## config.mk

```make
export PLATFORM = sky130hd
export DESIGN_NAME = scan_byte_seq
export DESIGN_NICKNAME = d
export VERILOG_FILES = /design/src/rtl/scan_seq_pkg.sv /design/src/rtl/scan_sync.sv /design/src/rtl/scan_state_ctr.sv /design/src/rtl/scan_byte_out.sv /design/src/rtl/scan_byte_seq.sv
export SDC_FILE = /design/constraint.sdc
export NUM_CORES = 1
export LEC_CHECK = 0
export BUFFER_PORTS_ARGS = -buffer_cell sky130_fd_sc_hd__buf_2
export CORE_ASPECT_RATIO = 0.6
export CORE_MARGIN = 2
export CORE_UTILIZATION = 30
export DETAILED_ROUTE_END_ITERATION = 8
export PLACE_DENSITY = 0.7
export SYNTH_ARGS = -nofsm -noshare
export SYNTH_HDL_FRONTEND = slang
export SYNTH_SLANG_ARGS = --single-unit
```

## constraint.sdc

```tcl
create_clock -name clk -period 2.67 [get_ports clk]
set_clock_uncertainty 0.1 [all_clocks]
set_input_delay 0.267 -clock clk [delete_from_list [all_inputs] [get_ports clk]]
set_output_delay 0.267 -clock clk [all_outputs]
set_load 0.005 [all_outputs]
```

## src/rtl/scan_seq_pkg.sv

```systemverilog
// Shared constants for the byte scan sequencer.
// Assumes: byte width and number of bytes fixed per chip; sync depth >= 2.
package scan_seq_pkg;
    localparam int SEQ_BYTE_W      = 8;
    localparam int SEQ_NUM_BYTES   = 5;
    localparam int SEQ_SYNC_STAGES = 2;
endpackage

```

## src/rtl/scan_sync.sv

```systemverilog
// Multi-flop resynchroniser for one asynchronous level input.
// Assumes: STAGES >= 2; the input level is held longer than STAGES clocks.
module scan_sync #(
    parameter int   STAGES  = 2,
    parameter logic RST_VAL = 1'b0
) (
    input  logic clk,
    input  logic rst_n,
    input  logic d_i,
    output logic q_o
);
    logic [STAGES-1:0] chain;

    // first stage samples the raw input
    always_ff @(posedge clk) begin
        if (!rst_n) chain[0] <= RST_VAL;
        else        chain[0] <= d_i;
    end

    // remaining stages built by generate so the depth is a parameter
    for (genvar g = 1; g < STAGES; g++) begin : g_stage
        always_ff @(posedge clk) begin
            if (!rst_n) chain[g] <= RST_VAL;
            else        chain[g] <= chain[g-1];
        end
    end

    assign q_o = chain[STAGES-1];
endmodule

```

## src/rtl/scan_state_ctr.sv

```systemverilog
// Position counter: 0..NUM_BYTES-1 select bytes, NUM_BYTES is terminal.
// Assumes: step_i is a one-cycle pulse per strobe falling edge; en_n_i is synchronised.
module scan_state_ctr #(
    parameter int NUM_BYTES = 5,
    parameter int ST_W      = $clog2(NUM_BYTES + 1)
) (
    input  logic            clk,
    input  logic            rst_n,
    input  logic            srst_n_i,
    input  logic            step_i,
    input  logic            en_n_i,
    output logic [ST_W-1:0] state_o,
    output logic            term_o
);
    localparam logic [ST_W-1:0] TERM_POS = ST_W'(NUM_BYTES);

    logic [ST_W-1:0] state;
    logic            adv;

    // an edge counts only when enabled and not already terminal
    assign adv    = step_i && !en_n_i && (state != TERM_POS);
    assign term_o = (state == TERM_POS);
    assign state_o = state;

    // position register: reset, scan reset, or single step
    always_ff @(posedge clk) begin
        if (!rst_n)         state <= '0;
        else if (!srst_n_i) state <= '0;
        else if (adv)       state <= state + ST_W'(1);
    end

    p_srst_home_r2: assert property (@(posedge clk) disable iff (!rst_n)
        !srst_n_i |=> (state_o == '0));

    p_en_block_r3: assert property (@(posedge clk) disable iff (!rst_n)
        (srst_n_i && en_n_i) |=> $stable(state_o));

    p_single_step_r3: assert property (@(posedge clk) disable iff (!rst_n)
        srst_n_i |=> ((state_o == $past(state_o)) || (state_o == $past(state_o) + ST_W'(1))));

    p_hold_term_r5: assert property (@(posedge clk) disable iff (!rst_n)
        (term_o && srst_n_i) |=> term_o);
endmodule

```

## src/rtl/scan_byte_out.sv

```systemverilog
// Byte selector and output gating for the shared bus.
// Assumes: state_i is within 0..NUM_BYTES; inputs are synchronised.
module scan_byte_out #(
    parameter int BYTE_W    = 8,
    parameter int NUM_BYTES = 5,
    parameter int ST_W      = $clog2(NUM_BYTES + 1),
    localparam int WORD_W   = BYTE_W * NUM_BYTES
) (
    input  logic              clk,
    input  logic              rst_n,
    input  logic [ST_W-1:0]   state_i,
    input  logic              term_i,
    input  logic              scan_s_i,
    input  logic              en_n_i,
    input  logic [WORD_W-1:0] word_i,
    output logic [BYTE_W-1:0] bus_o,
    output logic              oe_o
);
    logic [BYTE_W-1:0] lane [NUM_BYTES];
    logic [BYTE_W-1:0] pick;

    // split the word into byte lanes, least significant first
    for (genvar g = 0; g < NUM_BYTES; g++) begin : g_lane
        assign lane[g] = word_i[g*BYTE_W +: BYTE_W];
    end

    // choose the lane matching the current position
    always_comb begin
        pick = '0;
        for (int i = 0; i < NUM_BYTES; i++) begin
            if (state_i == ST_W'(i)) pick = lane[i];
        end
    end

    // drive only during strobe high, enabled, non-terminal
    always_comb begin
        oe_o  = scan_s_i && !en_n_i && !term_i;
        bus_o = oe_o ? pick : '0;
    end

    p_bus_zero_r6: assert property (@(posedge clk) disable iff (!rst_n)
        !oe_o |-> (bus_o == '0));
endmodule

```

## src/rtl/scan_byte_seq.sv

```systemverilog
// Top: byte scan sequencer with cascade handoff.
// Assumes: scan_i/en_n_i levels outlast the sync delay; scan_rst_n_i is synchronous.
module scan_byte_seq
    import scan_seq_pkg::*;
#(
    parameter int BYTE_W      = SEQ_BYTE_W,
    parameter int NUM_BYTES   = SEQ_NUM_BYTES,
    parameter int SYNC_STAGES = SEQ_SYNC_STAGES,
    localparam int WORD_W     = BYTE_W * NUM_BYTES,
    localparam int ST_W       = $clog2(NUM_BYTES + 1)
) (
    input  logic              clk,
    input  logic              rst_n,
    input  logic              scan_i,
    input  logic              en_n_i,
    input  logic              scan_rst_n_i,
    input  logic [WORD_W-1:0] cap_word_i,
    output logic [BYTE_W-1:0] bus_o,
    output logic              bus_oe_o,
    output logic              casc_en_o
);
    logic            scan_s;
    logic            scan_d;
    logic            en_n_s;
    logic            scan_fall;
    logic [ST_W-1:0] state;
    logic            term;

    scan_sync #(.STAGES(SYNC_STAGES), .RST_VAL(1'b0)) u_sync_scan (
        .clk(clk), .rst_n(rst_n), .d_i(scan_i), .q_o(scan_s));

    scan_sync #(.STAGES(SYNC_STAGES), .RST_VAL(1'b1)) u_sync_en (
        .clk(clk), .rst_n(rst_n), .d_i(en_n_i), .q_o(en_n_s));

    // previous synchronised strobe, for falling-edge detection
    always_ff @(posedge clk) begin
        if (!rst_n) scan_d <= 1'b0;
        else        scan_d <= scan_s;
    end

    assign scan_fall = scan_d && !scan_s;

    scan_state_ctr #(.NUM_BYTES(NUM_BYTES), .ST_W(ST_W)) u_ctr (
        .clk(clk), .rst_n(rst_n), .srst_n_i(scan_rst_n_i),
        .step_i(scan_fall), .en_n_i(en_n_s),
        .state_o(state), .term_o(term));

    scan_byte_out #(.BYTE_W(BYTE_W), .NUM_BYTES(NUM_BYTES), .ST_W(ST_W)) u_out (
        .clk(clk), .rst_n(rst_n), .state_i(state), .term_i(term),
        .scan_s_i(scan_s), .en_n_i(en_n_s), .word_i(cap_word_i),
        .bus_o(bus_o), .oe_o(bus_oe_o));

    // hand the bus on once the terminal position is reached
    assign casc_en_o = !term;

    p_casc_sticky_r8: assert property (@(posedge clk) disable iff (!rst_n)
        (!casc_en_o && scan_rst_n_i) |=> !casc_en_o);

    p_term_silent_r5: assert property (@(posedge clk) disable iff (!rst_n)
        !casc_en_o |-> !bus_oe_o);

    p_oe_strobe_r6: assert property (@(posedge clk) disable iff (!rst_n)
        bus_oe_o |-> (scan_s && !en_n_s));
endmodule

```

==> impl_results.md <==
* Status: completed
* Tmin final at 2470 ps
* Initial Util at 31.8%
* Finished Core Util at 44.2%
* Ys async rst share at 0%
* Max Cap Viol at 0
* Nets at around 200
* CP Max Fanout at 9
* Share of the synthesized area in the top cell type at 20.1%
* Vias in the first global route at 821
* Total detailed-routing wirelength at 2390 um
* Synthesis-stage register bit count at 8
* H-tree depth at 1
* Rel. slew slack at about two thirds
* Critical Path RT at 2300 ps
* Antenna Cells at 0
* HP Class: in2reg
* Overall via count from detail_route at 900
* Final setup fails at 0
* Full die area at just over 3000 um^2
* Internal power at about 0.00025 W
* IO Pins at 55
* Comb power frac at 17.3%
* CP startpoint kind: flip-flop
* Post-synth net total at 152
* Sequential Power Share at 38.7%
* Share of cells above drive strength 1 at 45.4%
* Mapped cell area at a little under 800 um^2
* Clock Tree Buf Depth at 2
* Net Sw Frac at 20.9%
* Setup tns final at 0 ps
* DRT iter0 DRCs at 25
* Die Width at 70.5 um
* Commonest cells post-synth: a21oi_1 (19), inv_1 (13)
* Largest net degree at the start of global routing at 19
* WS Path Type: reg2out
* Synth Area in Adders at just under 8%
* Synth Instances at 102
* Synth Area in Compound Gates at 36.5%
* Hold slack at 140 ps
* Pins over their slew limit at 0
* Placer Congestion at 0.814
* Synth top area cells: dfxtp_1 (20%), a211oi_2 (13%), a21oi_1 (12%)
* Mux cell area share after synthesis at 0%
* Cts repair resizes at 0
* Fmax at 404 MHz
* Switch Pwr at 0.0000674 W
* XOR/XNOR Fraction of Synth Area at 0%
* DRC errors left at 0
* Cell variety after synth at 21
* Dpl hpwl at 1990 um
* Seq/Total Area, Yosys at 20.1%
* Leak at 0.535 nW
* Fillers at 254
* Drt pass-1 iters at 4
* Overflow after GRT at 0
* VDD IR-drop max at about 0.28 mV
* Arrival @ worst endpoint at 2110 ps
* Most frequent cell after synthesis: a21oi_1
* Clock root cell: clkbuf_8
* Ys flop type: dfxtp_1
* EDFF count, synth at 0
* Area growth from synthesis to layout at 39.2%
* Setup bufs post-CTS at 0
* Clk sinks at 8
* RSZ-0062 raised after global routing: false
* # hold bufs at CTS at 0
* Largest family of logic cells by synthesized area: compound AO/OA/AOI/OAI gates
* Port-buffer cells at 54
* Worst-Skew Late Latency at 220 ps
* Clock transition at path regs at 40 ps
* Final period utilization at 92.6%
* Row count at 14
* Post-route ant nets at 0
* Avg Cell Area, Syn at 7.80 um^2
* P per Cell Area at 291 nW/um^2
* Actual slew at the worst max-slew pin at 484 ps
* Via/cell ratio at between 4 and 5
* Simple-Gate Fraction of Synth Area at 24.4%
* GRT Total Usage at 15.5%
* Initial antenna violation count at 0
* Number of buffers created by CTS at 3
* Core area at between 2000 and 3000 um^2
* Final Hold Fails at 0
* Die H at about 44 um
* Dominant cell type by area after synthesis: dfxtp_1
* Crit. End Element: primary output
* CTS tree: done
* Synth Warn # at 0
* Wirelength per Cell at 13.0 um
* Clock power share at 44.0%
* Global-route wire length before repair at 3730 um
-- registers in the layout, indices dropped and copies added, names as in the netlist --
| register | flops |
|---|---|
| u_sync_en.q_o | 1 |
| u_ctr.state_o | 3 |
| u_sync_en.chain | 1 |
| u_sync_scan.chain | 1 |
| u_sync_scan.q_o | 1 |
| scan_d | 1 |
-- cells in the final DEF, fill, tap and decap left out --
| cell | synthesis | final |
|---|---|---|
| nand2b_1 | 2 | 2 |
| buf_2 | 5 | 54 |
| ha_1 | 5 | 5 |
| a221o_1 | 8 | 8 |
| nand2_1 | 2 | 2 |
| dfxtp_1 | 8 | 8 |
| o21ai_1 | 3 | 3 |
| or3_1 | 1 | 1 |
| and2_2 | 2 | 2 |
| or2_0 | 2 | 2 |
| or3b_4 | 1 | 1 |
| a211oi_2 | 8 | 8 |
| nand3b_1 | 8 | 8 |
| clkbuf_8 | 0 | 3 |
| nand3b_2 | 1 | 1 |
| and2_1 | 3 | 3 |
| or3b_1 | 1 | 1 |
| a21oi_1 | 19 | 19 |
| inv_1 | 13 | 13 |
| nor2_1 | 8 | 8 |
-- power groups by stage --
stage          Sequential, W  Combinational (W)  Clock [W]
5_1_grt             0.000125          0.0000617   0.000151
4_1_cts             0.000125          0.0000561   0.000144
2_1_floorplan       0.000126          0.0000182          0
6_report            0.000125          0.0000557   0.000142
3_3_place_gp        0.000126          0.0000546          0
3_5_place_dp        0.000127          0.0000557          0
-- worst max-delay path: stages (launching register included) --
cell and delay (ps):
dfxtp_1 340, ha_1 210, ha_1 290, or2_0 370, a221o_1 340, a211oi_2 200
buf_2 140
-- final timing paths --
kind | startpoint | endpoint | slack (ps) | cells past startpoint
worst max-delay path | u_ctr.state_o[0] | bus_o[0] | 200 | 6
worst min-delay path | en_n_i | u_sync_en.chain[0] | 140 | 2
worst max register to register | u_ctr.state_o[1] | u_ctr.state_o[1] | 880 | 5
worst min register to register | u_sync_en.chain[0] | u_sync_en.q_o | 320 | 1
-- cell families after synthesis --
group / Yosys count
compound gates: 38
fa+ha+maj: 5
buf+inv: 20
flops: 8
simple gates: 31
-- final cells by class --
| cell class | count | area [um^2] | area share, % |
|---|---|---|---|
| flip-flops and latches | 8 | 160 | 14.5 |
| repair buffers | 54 | 270 | 24.4 |
| inverters | 13 | 48.8 | 4.41 |
| clock buffers | 3 | 41.3 | 3.73 |
| well taps | 32 | 40.0 | 3.62 |
| multi-input cells | 74 | 547 | 49.4 |
-- metrics by stage --
stage               setup slack, ps  cells  total power [W]  cell area, um^2
floorplan                       697    102         0.000144              796
global placement                503    181         0.000181             1070
detailed placement              420    181         0.000183             1070
CTS                             192    184         0.000325             1110
global route                   77.0    184         0.000337             1110
finish                          196    184         0.000322             1110
-- per-layer routing --
layer	vias up	track usage (%)	part of all wire, %
met3	2	5.12	12
met4	0	5.77	1.2
met1	396	21.8	48
met5	-	0	0
met2	38	22.1	39
li1	464	-	-
Note: power is estimated with default switching activity, not from simulation.
